===== src/rtl/sar_seq_pkg.sv =====
// Package: shared state encoding and phase codes for the serial SAR sequencer.
// Assumes: the phase code values are part of the port contract.
package sar_seq_pkg;

    typedef enum logic [1:0] {
        ST_IDLE   = 2'd0,
        ST_RUN    = 2'd1,
        ST_REPLAY = 2'd2,
        ST_PDN    = 2'd3
    } seq_state_t;

    localparam logic [1:0] PH_IDLE   = 2'd0;
    localparam logic [1:0] PH_SAMPLE = 2'd1;
    localparam logic [1:0] PH_CONV   = 2'd2;

endpackage


===== src/rtl/sar_conv_edge.sv =====
// Module: sar_conv_edge
// Registers the convert strobe and flags a low-to-high transition.
// Assumes: conv_i is already synchronous to clk.
module sar_conv_edge (
    input  logic clk,
    input  logic rst_n,
    input  logic conv_i,
    output logic rise_o
);

    logic conv_q;

    // Purpose: keep the previous-cycle level of the strobe.
    always_ff @(posedge clk) begin
        if (!rst_n) conv_q <= 1'b0;
        else        conv_q <= conv_i;
    end

    // Purpose: a rise is high now after low last cycle.
    always_comb rise_o = conv_i & ~conv_q;

endmodule


===== src/rtl/sar_frame_ctrl.sv =====
// Module: sar_frame_ctrl
// Frame state machine: the frame clock counter, short-cycle and replay
// selection, the replay index and the captured result word.
// Assumes: WIDTH >= 2 and FRAME_CLKS > WIDTH + 1.
module sar_frame_ctrl
    import sar_seq_pkg::*;
#(
    parameter int WIDTH      = 12,
    parameter int FRAME_CLKS = 16,
    localparam int CNT_W     = $clog2(FRAME_CLKS + 1),
    localparam int IDX_W     = $clog2(WIDTH)
) (
    input  logic              clk,
    input  logic              rst_n,
    input  logic              conv_i,
    input  logic              rise_i,
    input  logic [WIDTH-1:0]  sample_i,
    output seq_state_t        state_o,
    output logic [CNT_W-1:0]  cnt_o,
    output logic [IDX_W-1:0]  rep_o,
    output logic [WIDTH-1:0]  word_o
);

    localparam logic [CNT_W-1:0] CNT_FIRST = CNT_W'(1);
    localparam logic [CNT_W-1:0] LAST_BIT  = CNT_W'(WIDTH + 1);
    localparam logic [CNT_W-1:0] FRAME_END = CNT_W'(FRAME_CLKS);
    localparam logic [IDX_W-1:0] REP_LAST  = IDX_W'(WIDTH - 2);

    seq_state_t       state;
    logic [CNT_W-1:0] cnt;
    logic [IDX_W-1:0] rep;
    logic [WIDTH-1:0] word;

    // Purpose: advance the frame, including the pin gestures made mid-frame.
    always_ff @(posedge clk) begin
        if (!rst_n) begin
            state <= ST_IDLE;
            cnt   <= '0;
            rep   <= '0;
            word  <= '0;
        end else begin
            case (state)
                ST_IDLE, ST_PDN: begin
                    if (rise_i) begin
                        state <= ST_RUN;
                        cnt   <= CNT_FIRST;
                        word  <= sample_i;
                    end
                end
                ST_REPLAY: begin
                    if (rise_i) begin
                        state <= ST_RUN;
                        cnt   <= CNT_FIRST;
                        word  <= sample_i;
                    end else if (rep == REP_LAST) begin
                        state <= ST_PDN;
                    end else begin
                        rep <= rep + 1'b1;
                    end
                end
                ST_RUN: begin
                    if (!conv_i && cnt < LAST_BIT) begin
                        state <= ST_PDN;
                        cnt   <= '0;
                    end else if (!conv_i && cnt == LAST_BIT) begin
                        state <= ST_REPLAY;
                        cnt   <= '0;
                        rep   <= '0;
                    end else if (cnt == FRAME_END) begin
                        state <= ST_IDLE;
                        cnt   <= '0;
                    end else begin
                        cnt <= cnt + 1'b1;
                    end
                end
                default: state <= ST_IDLE;
            endcase
        end
    end

    assign state_o = state;
    assign cnt_o   = cnt;
    assign rep_o   = rep;
    assign word_o  = word;

endmodule


===== src/rtl/sar_bit_mux.sv =====
// Module: sar_bit_mux
// Selects the serial bit and the output enable from the frame state.
// Assumes: in the run state, the output is released in the same cycle that
// conv_i is seen low.
module sar_bit_mux
    import sar_seq_pkg::*;
#(
    parameter int WIDTH      = 12,
    parameter int FRAME_CLKS = 16,
    localparam int CNT_W     = $clog2(FRAME_CLKS + 1),
    localparam int IDX_W     = $clog2(WIDTH),
    localparam int SLOTS     = 1 << IDX_W
) (
    input  seq_state_t        state_i,
    input  logic [CNT_W-1:0]  cnt_i,
    input  logic [IDX_W-1:0]  rep_i,
    input  logic [WIDTH-1:0]  word_i,
    input  logic              conv_i,
    output logic              data_o,
    output logic              oe_o
);

    localparam logic [CNT_W-1:0] FIRST_BIT = CNT_W'(2);
    localparam logic [CNT_W-1:0] LAST_BIT  = CNT_W'(WIDTH + 1);

    logic [SLOTS-1:0] msb_order;
    logic [SLOTS-1:0] lsb_order;
    logic [CNT_W-1:0] run_off;
    logic [IDX_W-1:0] run_idx;
    logic [IDX_W-1:0] rep_idx;
    logic             run_window;

    // Purpose: build both bit orders, padded to a power of two.
    for (genvar j = 0; j < SLOTS; j++) begin : g_order
        if (j < WIDTH) begin : g_live
            assign msb_order[j] = word_i[WIDTH-1-j];
            assign lsb_order[j] = word_i[j];
        end else begin : g_pad
            assign msb_order[j] = 1'b0;
            assign lsb_order[j] = 1'b0;
        end
    end

    // Purpose: derive the bit index for each mode and the drive window.
    always_comb begin
        run_off    = cnt_i - FIRST_BIT;
        run_idx    = run_off[IDX_W-1:0];
        rep_idx    = rep_i + 1'b1;
        run_window = (state_i == ST_RUN) && (cnt_i >= FIRST_BIT) && (cnt_i <= LAST_BIT);
    end

    // Purpose: drive the serial line; it is forced low whenever it is released.
    always_comb begin
        oe_o   = 1'b0;
        data_o = 1'b0;
        if (run_window && conv_i) begin
            oe_o   = 1'b1;
            data_o = msb_order[run_idx];
        end else if (state_i == ST_REPLAY) begin
            oe_o   = 1'b1;
            data_o = lsb_order[rep_idx];
        end
    end

endmodule


===== src/rtl/sar_serial_seq.sv =====
// Module: sar_serial_seq (top)
// Serial output sequencer of a successive-approximation converter: it handles
// the frame timing, the MSB-first output, the LSB-first replay, short-cycling
// and power-down, all controlled by one convert pin.
// Assumes: all inputs are synchronous to clk.
module sar_serial_seq
    import sar_seq_pkg::*;
#(
    parameter int WIDTH      = 12,
    parameter int FRAME_CLKS = 16,
    localparam int CNT_W     = $clog2(FRAME_CLKS + 1),
    localparam int IDX_W     = $clog2(WIDTH)
) (
    input  logic             clk,
    input  logic             rst_n,
    input  logic             conv_i,
    input  logic [WIDTH-1:0] sample_i,
    output logic             data_o,
    output logic             data_oe_o,
    output logic             low_pwr_o,
    output logic [1:0]       phase_o,
    output logic [CNT_W-1:0] frame_cnt_o
);

    localparam logic [CNT_W-1:0] CNT_FIRST = CNT_W'(1);
    localparam logic [CNT_W-1:0] LAST_BIT  = CNT_W'(WIDTH + 1);

    logic             rise;
    seq_state_t       state;
    logic [CNT_W-1:0] cnt;
    logic [IDX_W-1:0] rep;
    logic [WIDTH-1:0] word;

    sar_conv_edge u_edge (
        .clk    (clk),
        .rst_n  (rst_n),
        .conv_i (conv_i),
        .rise_o (rise)
    );

    sar_frame_ctrl #(.WIDTH(WIDTH), .FRAME_CLKS(FRAME_CLKS)) u_ctrl (
        .clk      (clk),
        .rst_n    (rst_n),
        .conv_i   (conv_i),
        .rise_i   (rise),
        .sample_i (sample_i),
        .state_o  (state),
        .cnt_o    (cnt),
        .rep_o    (rep),
        .word_o   (word)
    );

    sar_bit_mux #(.WIDTH(WIDTH), .FRAME_CLKS(FRAME_CLKS)) u_mux (
        .state_i (state),
        .cnt_i   (cnt),
        .rep_i   (rep),
        .word_i  (word),
        .conv_i  (conv_i),
        .data_o  (data_o),
        .oe_o    (data_oe_o)
    );

    // Purpose: decode the phase and power indicators from the frame state.
    always_comb begin
        low_pwr_o = (state == ST_REPLAY) || (state == ST_PDN);
        if (state == ST_RUN && cnt == CNT_FIRST)
            phase_o = PH_SAMPLE;
        else if (state == ST_RUN && cnt > CNT_FIRST && cnt <= LAST_BIT)
            phase_o = PH_CONV;
        else
            phase_o = PH_IDLE;
    end

    assign frame_cnt_o = cnt;

endmodule


===== config.mk =====
export PLATFORM = sky130hd
export DESIGN_NAME = sar_serial_seq
export DESIGN_NICKNAME = d
export VERILOG_FILES = /design/src/rtl/sar_seq_pkg.sv /design/src/rtl/sar_conv_edge.sv /design/src/rtl/sar_frame_ctrl.sv /design/src/rtl/sar_bit_mux.sv /design/src/rtl/sar_serial_seq.sv
export SDC_FILE = /design/constraint.sdc
export NUM_CORES = 1
export LEC_CHECK = 0
export ABC_CLOCK_PERIOD_IN_PS = 1800
export BUFFER_PORTS_ARGS = -buffer_cell sky130_fd_sc_hd__buf_4
export CORE_ASPECT_RATIO = 0.5
export CORE_MARGIN = 1
export CORE_UTILIZATION = 50
export DETAILED_ROUTE_END_ITERATION = 10
export PLACE_DENSITY = 0.75
export SLEW_MARGIN = 20
export SYNTH_ARGS = -nofsm -noshare
export SYNTH_HDL_FRONTEND = slang
export SYNTH_SLANG_ARGS = --single-unit

===== constraint.sdc =====
create_clock -name clk -period 1.8 [get_ports clk]
set_input_delay 0.09 -clock clk [delete_from_list [all_inputs] [get_ports clk]]
set_output_delay 0.09 -clock clk [all_outputs]
set_load 0.01 [all_outputs]

==> impl_metrics.prom, run 1 <==
# TYPE chip_impl_metric gauge
chip_impl_metric{name="slack_of_the_worst_reg_to_reg_path",unit="ps"} -20
chip_impl_metric{name="timing.slew.headroom",unit=""} 0.563
chip_impl_metric{name="maximum_vdd_drop",unit="mV"} 0.435
chip_impl_metric{name="finalHoldViolations",unit=""} 0
chip_impl_metric{name="maximum_number_of_pins_on_one_net_before_global_route_repair",unit=""} 22
chip_impl_metric{name="core_area",unit="µm²"} 3010
chip_impl_metric{name="critPathBufInv",unit=""} 2
chip_impl_metric{name="die_h",unit="µm"} 41.8
chip_impl_metric{name="time_the_final_worst_path_needs_with_i_o_delays_and_setup",unit="ps"} 1950
chip_impl_metric{name="clock_tree.buffer_depth",unit=""} 2
chip_impl_metric{name="globalRoute.totalOverflow",unit=""} 0
chip_impl_metric{name="clock_tree.htree_level_count",unit=""} 1
chip_impl_metric{name="yosysTopAreaCellShare",unit=""} 0.303
chip_impl_metric{name="fin_skew",unit="ps"} 7.15
chip_impl_info{name="min_from",value="sample_i[1]"} 1
chip_impl_metric{name="netlist_area",unit="µm²"} 1590
chip_impl_metric{name="clkLatencyLatePin",unit="ps"} 270
chip_impl_metric{name="count_of_unique_library_cells_instantiated_by_yosys",unit=""} 41
chip_impl_metric{name="timing.hold.ws",unit="ps"} 56.7
chip_impl_metric{name="vias_in_the_first_global_route",unit=""} 1339
chip_impl_metric{name="flow.area_growth_from_synthesis",unit="%"} 34.9
chip_impl_info{name="hold_class",value="input port to register"} 1
chip_impl_metric{name="insertedDiodeCount",unit=""} 0
chip_impl_metric{name="syn_area_per_cell",unit="µm²"} 8.63
chip_impl_metric{name="synth.net_count",unit=""} 213
chip_impl_info{name="worstHoldEndpoint",value="u_ctrl.word_o[1]$_SDFFE_PN0P_"} 1
chip_impl_info{name="synth_top_cell_by_area",value="sky130_fd_sc_hd__dfxtp_1"} 1
chip_impl_info{name="cpLargestDelayFamily",value="multiplexers"} 1
chip_impl_metric{name="routabilityCongestion",unit=""} 0.865
chip_impl_metric{name="cts_inserted_buffers",unit=""} 3
chip_impl_metric{name="die_w",unit="µm"} 81.7
chip_impl_info{name="rsz0062_at_grt",value="yes"} 1
chip_impl_info{name="setup.worst_path.end_class",value="output port"} 1
chip_impl_metric{name="crit_required",unit="ps"} 1710
chip_impl_metric{name="fin_util",unit=""} 0.711
chip_impl_metric{name="synth_enable_flop_cells",unit=""} 0
chip_impl_info{name="status",value="finished with violations"} 1
chip_impl_metric{name="via_to_cell_ratio",unit=""} 5.50
chip_impl_info{name="path_cells",value="inv_2 > ha_4 > mux4_2 > a31oi_1 > o21ai_1 > buf_4"} 1
chip_impl_metric{name="design.final.nets",unit=""} 256
chip_impl_metric{name="detailed_route_wire_length",unit="µm"} 3930
chip_impl_metric{name="track_usage",unit=""} 0.244
chip_impl_metric{name="timing.critical_path.arrival",unit="ps"} 1860
chip_impl_info{name="netlist_top_cells_area",value="sky130_fd_sc_hd__dfxtp_1 30%, sky130_fd_sc_hd__ha_1 11%, sky130_fd_sc_hd__nand2_1 8.7%"} 1
chip_impl_metric{name="first_pass_iters",unit=""} 4
chip_impl_metric{name="route.vias.total",unit=""} 1463
chip_impl_info{name="critical_path.startpoint_type",value="register"} 1
chip_impl_metric{name="fin_total_pwr",unit="mW"} 1.90
chip_impl_metric{name="power_leakage",unit="nW"} 0.887
chip_impl_info{name="violations",value="negative setup slack"} 1
chip_impl_metric{name="worstHoldPathCells",unit=""} 3
chip_impl_info{name="setup.worst_path.class",value="register to output port"} 1
chip_impl_metric{name="synth-warning-count",unit=""} 0
chip_impl_metric{name="cts.reportedPaths.clkPinSlew",unit="ps"} 90
chip_impl_metric{name="drt_drc_violations_left",unit=""} 0
chip_impl_metric{name="synth_cells",unit=""} 184
chip_impl_metric{name="antenna_found_initial",unit=""} 0
chip_impl_metric{name="worstMarginPinSlew",unit="ps"} 654
chip_impl_metric{name="critPathMaxStageDelay",unit="ps"} 490
chip_impl_info{name="crit-reg2reg-launch",value="u_ctrl.cnt_o[1]$_SDFFE_PN0P_"} 1
chip_impl_metric{name="die-area",unit="µm²"} 3420
chip_impl_metric{name="timing.fmax",unit="MHz"} 512
chip_impl_metric{name="finalSetupTns",unit="ps"} -171
chip_impl_info{name="crit_path_slowest_cell",value="sky130_fd_sc_hd__mux4_2"} 1
chip_impl_metric{name="drv_cap",unit=""} 0
chip_impl_metric{name="drt-wirelength-per-cell",unit="µm"} 14.8
chip_impl_metric{name="ant_nets",unit=""} 0
chip_impl_metric{name="layout-drive-gt1-share",unit=""} 0.376
chip_impl_metric{name="place_ws",unit="ps"} 3.53
chip_impl_metric{name="r2r.worst_path.cells",unit=""} 9
chip_impl_metric{name="final_worst_setup_slack",unit="ps"} -152
chip_impl_metric{name="clock_sink_count",unit=""} 24
chip_impl_metric{name="setup_viol",unit=""} 2
chip_impl_info{name="root_buf_cell",value="sky130_fd_sc_hd__clkbuf_8"} 1
chip_impl_metric{name="ys_ff_latch",unit=""} 24
chip_impl_metric{name="rows",unit=""} 14
chip_impl_info{name="reg2reg_to",value="u_ctrl.state_o[1]$_SDFFE_PN0P_"} 1
chip_impl_metric{name="initial_core_util",unit=""} 0.527
chip_impl_metric{name="asyncSetResetFlopFracSynth",unit=""} 0
chip_impl_info{name="dominantRegCellSynth",value="sky130_fd_sc_hd__dfxtp_1"} 1
chip_impl_metric{name="boundaryPins",unit=""} 25
chip_impl_metric{name="grt_pass1_wl",unit="µm"} 6340
chip_impl_metric{name="port_buffer_count",unit=""} 24
chip_impl_metric{name="slew_viol_final",unit=""} 0
chip_impl_metric{name="power_density",unit="nW/µm²"} 888
chip_impl_metric{name="ys_seq_area_frac",unit=""} 0.303
chip_impl_metric{name="hpwlAfterDp",unit="µm"} 2690
chip_impl_metric{name="fin_crit_sh",unit=""} 1.08
chip_impl_metric{name="critical_path.max_fanout",unit=""} 4
chip_impl_metric{name="drtIter0Drc",unit=""} 108
chip_impl_info{name="tritoncts",value="done"} 1
-- final cells by class --
cell class / instances / area (µm²)
clock buffers: 4 / 66.3
fillers: 225 / 871
inverters: 8 / 32.5
multi-input cells: 144 / 1150
flip-flops and latches: 24 / 492
well taps: 40 / 50.0
repair buffers: 46 / 353
-- synthesized netlist by cell type, drive strengths merged (3+ instances only) --
master / instances
nand2: 37
dfxtp: 24
a21oi: 19
ha: 14
nor2: 12
inv: 8
clkbuf: 6
mux4: 6
nand3: 6
o21ai: 6
nand2b: 5
mux2i: 4
a31oi: 3
-- cell families (layout without fill, tap and decap cells) --
| family | after synthesis | count (layout) | synth area share |
|---|---|---|---|
| compound gates | 41 | 41 | 0.176 |
| flops | 24 | 24 | 0.303 |
| buf+inv | 16 | 58 | 0.0433 |
| mux | 12 | 12 | 0.125 |
| simple gates | 74 | 74 | 0.227 |
| xor+xnor | 3 | 3 | 0.0166 |
| fa+ha+maj | 14 | 14 | 0.110 |
-- worst reg2reg max path: stages, from the launching register on --
cell and delay (ps):
sky130_fd_sc_hd__dfxtp_4 380, sky130_fd_sc_hd__inv_4 70, sky130_fd_sc_hd__buf_4 100, sky130_fd_sc_hd__ha_2 160
sky130_fd_sc_hd__nand4bb_2 150, sky130_fd_sc_hd__buf_4 170, sky130_fd_sc_hd__a21oi_1 220, sky130_fd_sc_hd__o22ai_2 120
sky130_fd_sc_hd__mux2_1 320, sky130_fd_sc_hd__nor2_1 80
-- layer usage --
| layer | wire length, µm | part of all wire | vias to the layer above | track usage |
|---|---|---|---|---|
| li1 | - | - | 731 | - |
| met3 | 177 | 0.045 | 6 | 0.0549 |
| met2 | 1820 | 0.46 | 44 | 0.390 |
| met1 | 1900 | 0.48 | 682 | 0.343 |
| met4 | 32 | 0.0081 | 0 | 0.0386 |
| met5 | 0 | 0 | - | 0 |
-- how the worst max path moves through the flow --
stage,from,endpoint,slack [ps],cells after the start
3_3_place_gp,u_ctrl.cnt_o[1]$_SDFFE_PN0P_,data_o,20,8
5_1_grt,u_ctrl.rep_o[0]$_SDFFE_PN0P_,data_o,-240,7
3_5_place_dp,u_ctrl.cnt_o[1]$_SDFFE_PN0P_,u_ctrl.state_o[1]$_SDFFE_PN0P_,4,7
6_report,u_ctrl.rep_o[0]$_SDFFE_PN0P_,data_o,-150,6
2_1_floorplan,u_ctrl.cnt_o[1]$_SDFFE_PN0P_,u_ctrl.state_o[1]$_SDFFE_PN0P_,-10,7
4_1_cts,u_ctrl.rep_o[0]$_SDFFE_PN0P_,data_o,-170,6
-- through the flow --
| stage | cells | instance area, µm² |
|---|---|---|
| after floorplan | 184 | 1600 |
| after global placement | 258 | 1930 |
| after detailed placement | 258 | 1930 |
| after CTS | 263 | 2050 |
| after global routing | 266 | 2140 |
| final | 266 | 2140 |
-- cells in the final DEF, fill, tap and decap left out, types with 2 or more instances in the layout --
master and instances:
sky130_fd_sc_hd__nand2_1 35, sky130_fd_sc_hd__a31oi_1 2, sky130_fd_sc_hd__dfxtp_1 19, sky130_fd_sc_hd__nand3b_1 2, sky130_fd_sc_hd__nand3_1 5, sky130_fd_sc_hd__a21oi_1 19, sky130_fd_sc_hd__nand2b_1 5, sky130_fd_sc_hd__o21ai_0 5
sky130_fd_sc_hd__ha_4 4, sky130_fd_sc_hd__dfxtp_4 2, sky130_fd_sc_hd__nor3_1 2, sky130_fd_sc_hd__mux2i_1 4, sky130_fd_sc_hd__clkbuf_8 3, sky130_fd_sc_hd__ha_2 3, sky130_fd_sc_hd__buf_4 44, sky130_fd_sc_hd__a211oi_1 2
sky130_fd_sc_hd__mux4_2 6, sky130_fd_sc_hd__ha_1 7, sky130_fd_sc_hd__inv_2 2, sky130_fd_sc_hd__nor2_1 11, sky130_fd_sc_hd__buf_6 2, sky130_fd_sc_hd__o21a_1 2, sky130_fd_sc_hd__inv_1 5, sky130_fd_sc_hd__dfxtp_2 3
sky130_fd_sc_hd__and2_1 2
-- sequential cells by signal, summed over array words and instances, names as in the netlist --
name,flops
u_ctrl.state_o,2
u_ctrl.rep_o,4
u_ctrl.cnt_o,5
u_ctrl.word_o,12
u_edge.conv_q,1
-- report_power, final --
part	internal (mW)	leakage (nW)	switching [mW]
clock network	0.242	0.0339	0.193
logic	0.402	0.655	0.409
registers	0.596	0.199	0.0620
-- timing repair --
action	CTS	global route
gates resized for setup	13	16
endpoints found under the setup margin	4	14
cloned	0	0
buffers inserted	1	3
pin swaps	6	6
hold buffers	0	0
Note: power is estimated with default switching activity, not from simulation.
==> run 2: changes to the inputs <==
Settings changed: CORE_ASPECT_RATIO 0.5 to 0.8.
==> run 2 against run 1 <==
Against the previous run:
- the run still ends with negative setup slack left
- maximum frequency is 1.4% lower
- clock skew down 6.3 ps
- via count rose by 8.6%
- clock power grew 9.0%
- final cell count rose by 0.75%
- register-to-register slack got worse by 60 ps
- sequential power is essentially flat
- non-clock buffer count grew 4
- die area shrank 0.36%
- worst hold slack better by 6.3 ps
- design area is 4.8% higher
- largest cell class unchanged
- highest routed layer unchanged
==> impl_metrics.prom, run 2 (same netlist as run 1, synthesis figures left out) <==
# TYPE chip_impl_metric gauge
chip_impl_metric{name="clock_sink_count",unit=""} 24
chip_impl_metric{name="layout-drive-gt1-share",unit=""} 0.400
chip_impl_info{name="crit_path_slowest_cell",value="sky130_fd_sc_hd__mux4_2"} 1
chip_impl_metric{name="clock_tree.htree_level_count",unit=""} 1
chip_impl_metric{name="vias_in_the_first_global_route",unit=""} 1425
chip_impl_info{name="critical_path.startpoint_type",value="register"} 1
chip_impl_metric{name="power_density",unit="nW/µm²"} 904
chip_impl_info{name="path_cells",value="buf_4 > mux4_2 > mux2i_1 > o21ai_0 > nand2b_1 > o21ai_1 > buf_4"} 1
chip_impl_metric{name="die_h",unit="µm"} 52.4
chip_impl_info{name="setup.worst_path.end_class",value="output port"} 1
chip_impl_metric{name="insertedDiodeCount",unit=""} 0
chip_impl_info{name="hold_class",value="input port to register"} 1
chip_impl_metric{name="worstMarginPinSlew",unit="ps"} 735
chip_impl_metric{name="maximum_number_of_pins_on_one_net_before_global_route_repair",unit=""} 22
chip_impl_metric{name="grt_pass1_wl",unit="µm"} 6550
chip_impl_info{name="root_buf_cell",value="sky130_fd_sc_hd__clkbuf_8"} 1
chip_impl_metric{name="first_pass_iters",unit=""} 4
chip_impl_metric{name="design.final.nets",unit=""} 260
chip_impl_metric{name="flow.area_growth_from_synthesis",unit="%"} 41.4
chip_impl_metric{name="antenna_found_initial",unit=""} 0
chip_impl_metric{name="largest_register_ffs",unit=""} 12
chip_impl_metric{name="drt-wirelength-per-cell",unit="µm"} 17.2
chip_impl_metric{name="die_w",unit="µm"} 65.0
chip_impl_metric{name="detailed_route_wire_length",unit="µm"} 4600
chip_impl_metric{name="via_to_cell_ratio",unit=""} 5.93
chip_impl_metric{name="critical_path.max_fanout",unit=""} 4
chip_impl_metric{name="place_ws",unit="ps"} -12.4
chip_impl_metric{name="timing.slew.headroom",unit=""} 0.509
chip_impl_metric{name="crit_required",unit="ps"} 1710
chip_impl_metric{name="rows",unit=""} 17
chip_impl_metric{name="slew_viol_final",unit=""} 0
chip_impl_info{name="crit_top_cell",value="sky130_fd_sc_hd__buf_4"} 1
chip_impl_metric{name="instances_no_fill",unit=""} 268
chip_impl_metric{name="drtIter0Drc",unit=""} 130
chip_impl_metric{name="time_the_final_worst_path_needs_with_i_o_delays_and_setup",unit="ps"} 1980
chip_impl_metric{name="fin_total_pwr",unit="mW"} 2.03
chip_impl_metric{name="fin_crit_sh",unit=""} 1.10
chip_impl_metric{name="drt_drc_violations_left",unit=""} 0
chip_impl_metric{name="drv_cap",unit=""} 0
chip_impl_metric{name="power_leakage",unit="nW"} 0.913
chip_impl_metric{name="cts.reportedPaths.clkPinSlew",unit="ps"} 90
chip_impl_metric{name="critPathBufInv",unit=""} 2
chip_impl_metric{name="final_worst_setup_slack",unit="ps"} -180
chip_impl_info{name="status",value="finished with violations"} 1
chip_impl_info{name="layout.cells.most_common",value="sky130_fd_sc_hd__buf_4"} 1
chip_impl_metric{name="cts_inserted_buffers",unit=""} 3
chip_impl_metric{name="die-area",unit="µm²"} 3410
chip_impl_metric{name="core_area",unit="µm²"} 2890
chip_impl_metric{name="timing.critical_path.arrival",unit="ps"} 1890
chip_impl_metric{name="fin_util",unit=""} 0.776
chip_impl_metric{name="fillCellCount",unit=""} 200
chip_impl_metric{name="area_after_dpl",unit="µm²"} 1950
chip_impl_metric{name="finalHoldViolations",unit=""} 0
chip_impl_metric{name="maximum_vdd_drop",unit="mV"} 0.664
chip_impl_metric{name="track_usage",unit=""} 0.259
chip_impl_metric{name="fin_skew",unit="ps"} 0.877
chip_impl_metric{name="clkLatencyLatePin",unit="ps"} 270
chip_impl_info{name="rsz0062_at_grt",value="yes"} 1
chip_impl_info{name="cpLargestDelayFamily",value="multiplexers"} 1
chip_impl_metric{name="clock_tree.buffer_depth",unit=""} 2
chip_impl_info{name="setup.worst_path.class",value="register to output port"} 1
chip_impl_metric{name="boundaryPins",unit=""} 25
chip_impl_metric{name="critPathMaxStageDelay",unit="ps"} 490
chip_impl_metric{name="setup_viol",unit=""} 7
chip_impl_info{name="mostFrequentLayoutCells",value="42 x sky130_fd_sc_hd__buf_4, 36 x sky130_fd_sc_hd__nand2_1, 19 x sky130_fd_sc_hd__a21oi_1, 19 x sky130_fd_sc_hd__dfxtp_1, 10 x sky130_fd_sc_hd__nor2_1"} 1
chip_impl_metric{name="route.vias.total",unit=""} 1589
chip_impl_metric{name="ant_nets",unit=""} 0
chip_impl_metric{name="port_buffer_count",unit=""} 24
chip_impl_metric{name="place.detailed.instances",unit=""} 259
chip_impl_metric{name="area_of_all_placed_cells_without_fillers",unit="µm²"} 2250
chip_impl_metric{name="timing.fmax",unit="MHz"} 505
chip_impl_metric{name="globalRoute.totalOverflow",unit=""} 0
chip_impl_metric{name="initial_core_util",unit=""} 0.549
chip_impl_metric{name="routabilityCongestion",unit=""} 0.938
chip_impl_info{name="violations",value="negative setup slack"} 1
chip_impl_info{name="tritoncts",value="done"} 1
chip_impl_metric{name="hpwlAfterDp",unit="µm"} 2770
==> run 2: metrics by stage <==
| step | TNS, ps | hold WS, ps |
|---|---|---|
| after detailed placement | -20.9 | 348 |
| after global routing | -972 | 65.6 |
| after floorplan | -9.70 | 212 |
| final | -357 | 63.0 |
| after CTS | -237 | 60.2 |
| after global placement | 0 | 336 |
==> run 2: cell type report <==
type	count	area [µm²]	share of cell area
inverters	8	37.5	0.0167
clock buffers	3	41.3	0.0184
flip-flops and latches	24	492	0.219
well taps	38	47.5	0.0212
repair buffers	50	405	0.181
multi-input cells	144	1190	0.531
clock inverters	1	30.0	0.0134
==> run 2: path summary, 6_finish.rpt <==
path                                          to  slack [ps]  cells after the start                     startpoint
setup / recovery                          data_o        -180                      7   u_ctrl.cnt_o[0]$_SDFFE_PN0P_
hold / removal     u_ctrl.word_o[2]$_SDFFE_PN0P_          60                      3                    sample_i[2]
setup reg to reg  u_ctrl.state_o[1]$_SDFFE_PN0P_         -80                      8   u_ctrl.cnt_o[1]$_SDFFE_PN0P_
hold reg to reg    u_ctrl.word_o[9]$_SDFFE_PN0P_         480                      2  u_ctrl.word_o[9]$_SDFFE_PN0P_
==> run 2: worst min-delay path, cell delays in order <==
cell and delay (ps):
sky130_fd_sc_hd__buf_4 110, sky130_fd_sc_hd__nand2_1 50, sky130_fd_sc_hd__a21oi_1 50
==> run 2: report_power, final <==
group          switching, mW  internal [mW]  leakage, nW
Sequential            0.0625          0.593        0.198
Clock                  0.176          0.297       0.0357
Combinational          0.454          0.449        0.679
==> run 2: timing repair <==
item | CTS | global route
setup buffers | 2 | 3
resized for setup | 20 | 23
hold buffers | 0 | 0
setup endpoints to repair | 8 | 12
pin swaps | 7 | 10
==> run 2: metal layers <==
metal	track usage	routed length (µm)
met1	0.326	1860
met2	0.425	2230
met3	0.0609	335
met4	0.111	177
met5	0	0
